**src/rtl/amp_guard_pkg.sv**
```systemverilog
package amp_guard_pkg;

  // asynchronous control lines, grouped for a single synchroniser bank
  typedef struct packed {
    logic rstpd_n;
    logic mute_n;
    logic oc;
  } async_in_t;

  localparam int ASYNC_W = $bits(async_in_t);

endpackage

```
**src/rtl/ag_sync2.sv**
```systemverilog
module ag_sync2 #(
  parameter int W = 1
) (
  input  logic         clk,
  input  logic         rst,
  input  logic [W-1:0] d,
  output logic [W-1:0] q
);

  logic [W-1:0] stg1;

  for (genvar i = 0; i < W; i++) begin : g_bit
    always_ff @(posedge clk) begin
      if (rst) begin
        stg1[i] <= 1'b0;
        q[i]    <= 1'b0;
      end else begin
        stg1[i] <= d[i];
        q[i]    <= stg1[i];
      end
    end
  end

endmodule

```
**src/rtl/ag_thermal.sv**
```systemverilog
module ag_thermal #(
  parameter int TW        = 8,
  parameter int WARN_ON   = 135,
  parameter int SHUT_ON   = 150,
  parameter int CLR_BELOW = 120
) (
  input  logic          clk,
  input  logic          rst,
  input  logic [TW-1:0] temp,
  output logic          warn_n,
  output logic          shut_n
);

  localparam logic [TW-1:0] WARN_T = TW'(WARN_ON);
  localparam logic [TW-1:0] SHUT_T = TW'(SHUT_ON);
  localparam logic [TW-1:0] CLR_T  = TW'(CLR_BELOW);

  always_ff @(posedge clk) begin
    if (rst) begin
      warn_n <= 1'b1;
      shut_n <= 1'b1;
    end else if (temp < CLR_T) begin
      warn_n <= 1'b1;
      shut_n <= 1'b1;
    end else begin
      if (temp > WARN_T) warn_n <= 1'b0;
      if (temp > SHUT_T) shut_n <= 1'b0;
    end
  end


  a_r1_warn_set: assert property (@(posedge clk) disable iff (rst)
    (temp > WARN_T) |=> !warn_n);

  a_r2_shut_set: assert property (@(posedge clk) disable iff (rst)
    (temp > SHUT_T) |=> !shut_n);
  a_r2_shut_has_warn: assert property (@(posedge clk) disable iff (rst)
    !shut_n |-> !warn_n);

  a_r3_warn_hold: assert property (@(posedge clk) disable iff (rst)
    (temp >= CLR_T && temp <= WARN_T) |=> $stable(warn_n));
  a_r3_shut_hold: assert property (@(posedge clk) disable iff (rst)
    (temp >= CLR_T && temp <= SHUT_T) |=> $stable(shut_n));

endmodule

```
**src/rtl/ag_rst_filter.sv**
```systemverilog
module ag_rst_filter #(
  parameter int MIN_CYC = 25
) (
  input  logic clk,
  input  logic rst,
  input  logic rstpd_n_s,
  output logic pd
);

  localparam int CW = $clog2(MIN_CYC + 1);
  localparam logic [CW-1:0] FULL = CW'(MIN_CYC);
  localparam logic [CW-1:0] LAST = CW'(MIN_CYC - 1);

  logic [CW-1:0] low_cnt;

  always_ff @(posedge clk) begin
    if (rst) begin
      low_cnt <= FULL;
      pd      <= 1'b1;
    end else if (!rstpd_n_s) begin
      if (low_cnt != FULL) low_cnt <= low_cnt + CW'(1);
      if (low_cnt == LAST) pd <= 1'b1;
    end else begin
      low_cnt <= '0;
      pd      <= 1'b0;
    end
  end


  a_r8_no_early_pd: assert property (@(posedge clk) disable iff (rst)
    (!pd && low_cnt < LAST) |=> !pd);
  a_r8_release: assert property (@(posedge clk) disable iff (rst)
    rstpd_n_s |=> !pd);

endmodule

```
**src/rtl/ag_fault_seq.sv**
```systemverilog
module ag_fault_seq (
  input  logic clk,
  input  logic rst,
  input  logic pd,
  input  logic mute_n_s,
  input  logic oc_s,
  input  logic therm_shut_n,
  output logic oc_err_n,
  output logic mute_req,
  output logic shut_req,
  output logic pop_go
);

  logic clr_arm;
  logic nxt_shut;
  logic nxt_mute;

  // overcurrent latch; a mute low-then-high while held clears it
  always_ff @(posedge clk) begin
    if (rst) begin
      oc_err_n <= 1'b1;
      clr_arm  <= 1'b0;
    end else if (pd) begin
      oc_err_n <= 1'b1;
      clr_arm  <= 1'b0;
    end else if (oc_s) begin
      oc_err_n <= 1'b0;
      clr_arm  <= 1'b0;
    end else if (!oc_err_n) begin
      if (!mute_n_s) begin
        clr_arm <= 1'b1;
      end else if (clr_arm) begin
        oc_err_n <= 1'b1;
        clr_arm  <= 1'b0;
      end
    end
  end

  // output-state sequencing: shutdown outranks mute
  always_comb begin
    nxt_shut = pd | ~therm_shut_n;
    nxt_mute = ~nxt_shut & (~mute_n_s | ~oc_err_n);
  end

  always_ff @(posedge clk) begin
    if (rst) begin
      shut_req <= 1'b1;
      mute_req <= 1'b0;
      pop_go   <= 1'b0;
    end else begin
      shut_req <= nxt_shut;
      mute_req <= nxt_mute;
      pop_go   <= (shut_req & ~nxt_shut) | (mute_req & ~nxt_shut & ~nxt_mute);
    end
  end


  a_r5_oc_hold: assert property (@(posedge clk) disable iff (rst)
    (!oc_err_n && !pd && mute_n_s && !clr_arm) |=> !oc_err_n);

  a_r6_pd_shut: assert property (@(posedge clk) disable iff (rst)
    pd |=> shut_req);
  a_r6_pd_clears_oc: assert property (@(posedge clk) disable iff (rst)
    pd |=> oc_err_n);

  a_r7_pop_single: assert property (@(posedge clk) disable iff (rst)
    pop_go |=> !pop_go);

  a_r9_shut_over_mute: assert property (@(posedge clk) disable iff (rst)
    shut_req |-> !mute_req);

endmodule

```
**src/rtl/amp_guard.sv**
```systemverilog
module amp_guard #(
  parameter int TEMP_W      = 8,
  parameter int WARN_ON     = 135,
  parameter int SHUT_ON     = 150,
  parameter int CLR_BELOW   = 120,
  parameter int RST_MIN_CYC = 25
) (
  input  logic              clk,
  input  logic              rst,
  input  logic [TEMP_W-1:0] temp_c,
  input  logic              rstpd_n,
  input  logic              mute_n,
  input  logic              oc_trip,
  output logic              therm_shut_n,
  output logic              therm_warn_n,
  output logic              oc_err_n,
  output logic              mute_req,
  output logic              shut_req,
  output logic              pop_go
);

  import amp_guard_pkg::*;

  async_in_t raw_in;
  async_in_t syn_in;
  logic      pd;

  assign raw_in = '{rstpd_n: rstpd_n, mute_n: mute_n, oc: oc_trip};

  ag_sync2 #(.W(ASYNC_W)) i_sync (
    .clk (clk),
    .rst (rst),
    .d   (raw_in),
    .q   (syn_in)
  );

  ag_thermal #(
    .TW       (TEMP_W),
    .WARN_ON  (WARN_ON),
    .SHUT_ON  (SHUT_ON),
    .CLR_BELOW(CLR_BELOW)
  ) i_thermal (
    .clk    (clk),
    .rst    (rst),
    .temp   (temp_c),
    .warn_n (therm_warn_n),
    .shut_n (therm_shut_n)
  );

  ag_rst_filter #(.MIN_CYC(RST_MIN_CYC)) i_rst_filter (
    .clk       (clk),
    .rst       (rst),
    .rstpd_n_s (syn_in.rstpd_n),
    .pd        (pd)
  );

  ag_fault_seq i_seq (
    .clk          (clk),
    .rst          (rst),
    .pd           (pd),
    .mute_n_s     (syn_in.mute_n),
    .oc_s         (syn_in.oc),
    .therm_shut_n (therm_shut_n),
    .oc_err_n     (oc_err_n),
    .mute_req     (mute_req),
    .shut_req     (shut_req),
    .pop_go       (pop_go)
  );

endmodule

```
**config.mk**
```make
export PLATFORM = sky130hd
export DESIGN_NAME = amp_guard
export DESIGN_NICKNAME = d
export VERILOG_FILES = /design/src/rtl/amp_guard_pkg.sv /design/src/rtl/ag_sync2.sv /design/src/rtl/ag_thermal.sv /design/src/rtl/ag_rst_filter.sv /design/src/rtl/ag_fault_seq.sv /design/src/rtl/amp_guard.sv
export SDC_FILE = /design/constraint.sdc
export NUM_CORES = 1
export LEC_CHECK = 0
export CAP_MARGIN = 20
export CORE_AREA = 2 2 45 55
export DETAILED_ROUTE_END_ITERATION = 7
export DIE_AREA = 0 0 47 57
export HOLD_SLACK_MARGIN = 0.12
export PLACE_DENSITY = 0.68
export SYNTH_ARGS = -nofsm -noshare
export SYNTH_HDL_FRONTEND = slang
export SYNTH_SLANG_ARGS = --single-unit
```
**constraint.sdc**
```tcl
create_clock -name clk -period 1.2 [get_ports clk]
set_input_delay 0.24 -clock clk [delete_from_list [all_inputs] [get_ports clk]]
set_output_delay 0.24 -clock clk [all_outputs]
set_load 0.01 [all_outputs]
```
==> flow_summary.yaml, run 1 <==
synth:
  ys_ff_latch: 19
  synth_area_leader_cell: "dfxtp_1"
  synth_compound_area_frac: 0.140
  ys_async_sr_fraction: 0
  synth_nets: 85
  yosys.area_share.simple: 0.185
  ys_warn_count: 0
  synthTopCellsByArea: "dfxtp_1 53%, ha_1 5.2%, nor2b_1 5.2%"
  syn_area_um2: 716
  synth_fa_ha_area_frac: 0.0524
  syn_avg_cell_area_um2: 10.4
  synth_commonest_cells: "19 x dfxtp_1, 6 x nor2b_1"
  synth.area.mux_share: 0.0140
  synth_edf_count: 0
  synthCells: 69
  synthDistinctLibCells: 22
  yosysMostFrequentCell: "dfxtp_1"
  ys.flop_type: "dfxtp_1"
  synth_top_family_by_area: "simple AND/OR/NAND/NOR gates"
  synth_seq_area_share: 0.531
  synth_xor_xnor_area_share: 0.0490
  yosysTopAreaCellShare: 0.531
clock_tree:
  root_buffer: "clkbuf_4"
  cts_buffer_depth: 2
  hold_buffers: 0
  cts-htree-levels: 1
  cts_buffers: 3
  clkLatencyLatePin_ps: 290
  cts.sinks: 19
  cts_tree: "yes"
  clkTransAtPathRegs_ps: 110
worst_setup_path:
  crit_path_start_kind: "flop"
  slowest_stage: "dfxtp_2"
  critPathKind: "flop to output pin"
  rr_endpoint: "i_rst_filter.low_cnt[1]$_SDFFE_PP0N_"
  path_cells: "dlygate4sd2_1"
  crit_arrival_ps: 900
  crit_path_max_fanout: 2
  crit_buf_inv: 1
  critical_path_required_ps: 960
  worstSetupEndpointType: "output pin"
  reg2reg_slack_ps: 110
  regToRegStartpoint: "i_rst_filter.low_cnt[1]$_SDFFE_PP0N_"
  cp_top_family: "flip-flops"
  critPathMaxStageDelay_ps: 340
  reg2reg_depth: 5
  startpoint: "i_thermal.shut_n$_SDFFE_PP1N_"
sta:
  setup_viol: 0
  finalCritPeriodShare: 0.951
  fin_worst_skew_ps: 8.32
  hold_viol_final: 0
  rsz0062_at_grt: "false"
  finalSetupTns_ps: 0
  worstMarginPinSlew_ps: 266
  slew_viol_final: 0
  min_period_ps: 1140
  max_freq_mhz: 876
  slew_headroom: 0.821
min_path:
  min_to: "i_seq.clr_arm$_SDFFE_PP0N_"
  hold-path-cell-count: 1
  min_from: "i_sync.q[0]$_SDFF_PP0_"
  hold_class: "flop to flop"
drt:
  drc: 0
  vias: 545
  firstDrtPassIters: 2
  routed_wl_um: 1220
  antenna_left: 0
  wire_per_inst_um: 9.51
  drt-vias-per-instance: 4.26
  dr.first_iter.drc_count: 5
pwr:
  power.density_mw_per_mm2: 1490
  power.total_uw: 1510
  ir_worst_vdd_mv: 0.768
  clockPowerShare: 0.203
  p_leak_uw: 0.000419
  seq_power_share: 0.502
  p_sw_uw: 421
  intPower_uw: 1090
  p_comb_frac: 0.295
  swShare: 0.278
die:
  dieArea_mm2: 0.00268
  rows: 19
  ios: 19
  die_width_um: 47
  core_region_area_mm2: 0.00219
  die_height_um: 57
  initial_utilization: 0.327
global_routing:
  grt_remaining_overflow: 0
  antenna_found_initial: 0
  grt_first_pass_wirelength_um: 2150
  first_global_vias: 557
  grt.total_usage: 0.111
  grt_max_degree: 12
place:
  finalWeightedCongestion: 0.642
  hpwl_um: 968
  port_buffers: 18
cells_and_area:
  antennaDiodeCount: 0
  fin_util: 0.465
  drive_gt1_frac: 0.206
  fillers: 223
  fin_nets: 114
  area_growth_pct: 42.1
run_status:
  status: "finished, final reports clean"
run:
  cap_violations: 0
==> power groups by stage <==
| stage | Sequential, uW | Combinational (uW) | Clock [uW] |
|---|---|---|---|
| after global placement | 759 | 366 | 0 |
| after global routing | 770 | 499 | 346 |
| after CTS | 748 | 375 | 325 |
| after floorplan | 761 | 241 | 0 |
| final | 760 | 447 | 307 |
| after detailed placement | 763 | 379 | 0 |
==> sequential cells by signal, indices dropped and copies added (netlist names) <==
register	flops
i_rst_filter.pd	1
i_seq.pop_go	1
i_sync.q	3
i_thermal.warn_n	1
i_seq.shut_req	1
i_seq.clr_arm	1
i_sync.stg1	3
i_seq.mute_req	1
i_thermal.shut_n	1
i_rst_filter.low_cnt	5
i_seq.oc_err_n	1
==> routing by layer <==
| layer | up-vias | share of wire | track usage | wire (um) |
|---|---|---|---|---|
| li1 | 297 | - | - | - |
| met5 | - | 0 | 0 | 0 |
| met4 | 0 | 0.012 | 0.0714 | 14 |
| met2 | 5 | 0.54 | 0.178 | 654 |
| met1 | 241 | 0.43 | 0.131 | 520 |
| met3 | 2 | 0.022 | 0.0190 | 27 |
==> per-stage QoR <==
| step | hold slack (ps) | area, um2 | instances | setup WS (ps) |
|---|---|---|---|---|
| after CTS | 427 | 987 | 126 | 16.4 |
| after global routing | 463 | 1020 | 128 | 9.97 |
| after detailed placement | 412 | 967 | 122 | -81.0 |
| after global placement | 399 | 967 | 122 | -62.9 |
| after floorplan | 312 | 716 | 69 | 129 |
| final | 427 | 1020 | 128 | 58.3 |
==> layout make-up <==
type / instances / area, um2 / share of cell area
flip-flops and latches: 19 / 388 / 0.381
multi-input cells: 45 / 322 / 0.316
repair buffers: 25 / 226 / 0.223
well taps: 31 / 38.8 / 0.0381
clock buffers: 3 / 22.5 / 0.0221
inverters: 4 / 15.0 / 0.0148
clock inverters: 1 / 5.00 / 0.00492
==> placed cells by master, fill, tap and decap left out, types with 4 or more instances in the layout <==
cell             Yosys  layout
dlygate4sd2_1        0       5
clkdlybuf4s50_1      0      12
nor2b_1              6       6
buf_4                0       7
nand2_1              4       4
a21oi_1              4       4
nor2_1               4       4
o21bai_1             4       4
dfxtp_1             19      15
==> how the worst max path moves through the flow <==
stage	to	depth (start not counted)
2_1_floorplan	i_rst_filter.low_cnt[1]$_SDFFE_PP0N_	5
3_3_place_gp	i_thermal.warn_n$_SDFFE_PP1N_	4
3_5_place_dp	i_thermal.warn_n$_SDFFE_PP1N_	4
4_1_cts	i_rst_filter.low_cnt[1]$_SDFFE_PP0N_	5
5_1_grt	oc_err_n	1
6_report	therm_shut_n	1
==> cells by family (layout without fill, tap and decap cells) <==
family / count (synthesis) / count (layout)
compound gates: 15 / 15
xor+xnor: 4 / 4
fa+ha+maj: 3 / 3
buf+inv: 5 / 33
flops: 19 / 19
mux: 1 / 1
simple gates: 22 / 22
==> what timing repair did <==
action | 4_1_cts | 5_1_grt
hold endpoints to repair | 0 | 0
resized for setup | 6 | 9
buffers inserted | 0 | 2
setup endpoints to repair | 6 | 4
(Power assumes the default switching activity.)
==> run 2, diff against run 1 <==
- PLACE_DENSITY: 0.68 -> 0.71
- clock period: 1.2 -> 1 ns (I/O delays scaled with it)
==> run 2 against run 1 <==
  * The run now ends with negative setup slack left
  * Combinational power is 25% higher
  * First-iteration DRC count shrank 40%
  * Highest routed layer unchanged
  * Cell count increased by 0.78%
  * Register-to-register slack got worse by 160 ps
  * Global-route usage rose by 0.40 points
  * Die area unchanged
  * Largest cell class unchanged
  * Non-clock buffer count increased by 1
  * Sequential share of layout area grew 0.46 points
  * Setup slack worse by 110 ps
  * Utilization down 0.11 points
==> flow_summary.yaml, run 2 (synthesized netlist as in run 1, its figures left out) <==
worst_setup_path:
  critPathMaxStageDelay_ps: 360
  reg2reg_slack_ps: -50
  path_cells: "inv_2 > ha_4 > nand4b_4 > mux2i_2 > nor3_2"
  reg2reg_depth: 5
  crit_arrival_ps: 1220
  critPathKind: "flop to flop"
  rr_endpoint: "i_rst_filter.low_cnt[1]$_SDFFE_PP0N_"
  worstSetupEndpointType: "flop"
  crit_path_max_fanout: 3
  crit_path_start_kind: "flop"
  critical_path_required_ps: 1170
  regToRegStartpoint: "i_rst_filter.low_cnt[1]$_SDFFE_PP0N_"
  slowest_stage: "dfxtp_2"
clock_tree:
  cts-htree-levels: 1
  cts.sinks: 19
  clkTransAtPathRegs_ps: 100
  cts_buffer_depth: 2
  clkLatencyLatePin_ps: 280
  cts_tree: "yes"
  cts_buffers: 3
  root_buffer: "clkbuf_4"
place:
  place_ws_ps: -217
  placedCellCount: 123
  port_buffers: 18
  finalWeightedCongestion: 0.729
  hpwl_um: 991
global_routing:
  grt_first_pass_wirelength_um: 2200
  grt.total_usage: 0.115
  first_global_vias: 543
  antenna_found_initial: 0
  grt_max_degree: 12
  grt_remaining_overflow: 0
pwr:
  ir_worst_vdd_mv: 0.882
  power.density_mw_per_mm2: 1820
  p_leak_uw: 0.000418
  power.total_uw: 1840
sta:
  slew_viol_final: 0
  finalSetupTns_ps: -112
  min_period_ps: 1050
  setup_viol: 6
  setup_ws_ps: -48.3
  slew_headroom: 0.827
  fin_worst_skew_ps: 0.961
  rsz0062_at_grt: "true"
  finalCritPeriodShare: 1.05
  hold_viol_final: 0
  worstMarginPinSlew_ps: 257
  max_freq_mhz: 954
min_path:
  hold_class: "flop to flop"
  hold-path-cell-count: 1
  min_to: "i_seq.clr_arm$_SDFFE_PP0N_"
  min_from: "i_sync.q[0]$_SDFF_PP0_"
cells_and_area:
  multi_input_area_um2: 332
  antennaDiodeCount: 0
  fin_nets: 115
  drive_gt1_frac: 0.306
  area_growth_pct: 41.8
  largest_register_ffs: 5
  reg_top3: "i_rst_filter.low_cnt (5), i_sync.q (3), i_sync.stg1 (3)"
  fillers: 222
  mostFrequentLayoutCells: "12 x dfxtp_1, 12 x clkdlybuf4s50_1, 8 x buf_4"
  register_area_um2: 392
  fin_cells: 129
  largest-register: "i_rst_filter.low_cnt"
  fin_util: 0.464
die:
  initial_utilization: 0.327
  core_region_area_mm2: 0.00219
  dieArea_mm2: 0.00268
  die_width_um: 47
  die_height_um: 57
  rows: 19
  ios: 19
drt:
  antenna_left: 0
  drt-vias-per-instance: 4.45
  vias: 574
  firstDrtPassIters: 2
  wire_per_inst_um: 10.0
  routed_wl_um: 1290
  drc: 0
  dr.first_iter.drc_count: 3
run_status:
  violations: "negative setup slack"
  status: "finished with violations"
run:
  cap_violations: 0
-- run 2: cell types whose count changed in the layout (fill, tap and decap cells not counted), sizes merged --
cell,change
buf,+7
dlygate4sd2,-5
clkdlybuf4s15,-1
-- run 2: how the worst max path moves through the flow --
stage / end / slack [ps] / start
2_1_floorplan: i_rst_filter.low_cnt[1]$_SDFFE_PP0N_ / 8 / i_rst_filter.low_cnt[0]$_SDFFE_PP1P_
6_report: i_rst_filter.low_cnt[1]$_SDFFE_PP0N_ / -50 / i_rst_filter.low_cnt[1]$_SDFFE_PP0N_
3_5_place_dp: i_thermal.warn_n$_SDFFE_PP1N_ / -220 / temp_c[6]
3_3_place_gp: i_thermal.warn_n$_SDFFE_PP1N_ / -210 / temp_c[6]
5_1_grt: i_rst_filter.low_cnt[1]$_SDFFE_PP0N_ / -100 / i_rst_filter.low_cnt[0]$_SDFFE_PP1P_
4_1_cts: i_rst_filter.low_cnt[1]$_SDFFE_PP0N_ / -40 / i_rst_filter.low_cnt[1]$_SDFFE_PP0N_
-- run 2: per-stage QoR --
stage / hold WS (ps) / cell area, um2
2_1_floorplan: 272 / 733
3_3_place_gp: 400 / 992
3_5_place_dp: 411 / 992
4_1_cts: 427 / 1000
5_1_grt: 458 / 1010
6_report: 438 / 1010
-- run 2: critical path, delay by kind of cell (launching register included) --
family / cells / cell delay (ps)
adder cells (fa/ha/maj): 1 / 150
flip-flops: 1 / 360
buffers and inverters: 1 / 50
multiplexers: 1 / 240
AND/OR/NAND/NOR: 2 / 140
-- run 2: final cells by class --
cell class	count	area share
Sequential cell	19	0.386
Multi-Input combinational cell	45	0.327
Timing Repair Buffer	26	0.207
Tap cell	31	0.0382
Clock buffer	3	0.0222
Inverter	4	0.0148
Clock inverter	1	0.00493
-- run 2: what timing repair did --
| item | CTS | global route |
|---|---|---|
| pin swaps | 1 | 0 |
| gates resized for setup | 29 | 1 |
| hold buffers | 0 | 0 |
| buffers inserted | 1 | 1 |
| setup endpoints to repair | 11 | 5 |
-- run 2: routing by layer --
metal / part of all wire / vias up / GRT usage
li1: - / 299 / -
met1: 0.41 / 265 / 0.118
met2: 0.53 / 8 / 0.204
met3: 0.030 / 2 / 0.0285
met5: 0 / - / 0
met4: 0.021 / 0 / 0.0595
-- run 2: power breakdown --
group | total [uW] | switching [uW] | internal [uW]
Clock | 363 | 214 | 148
Sequential | 921 | 76.0 | 845
Combinational | 558 | 229 | 330
Total | 1840 | 519 | 1320
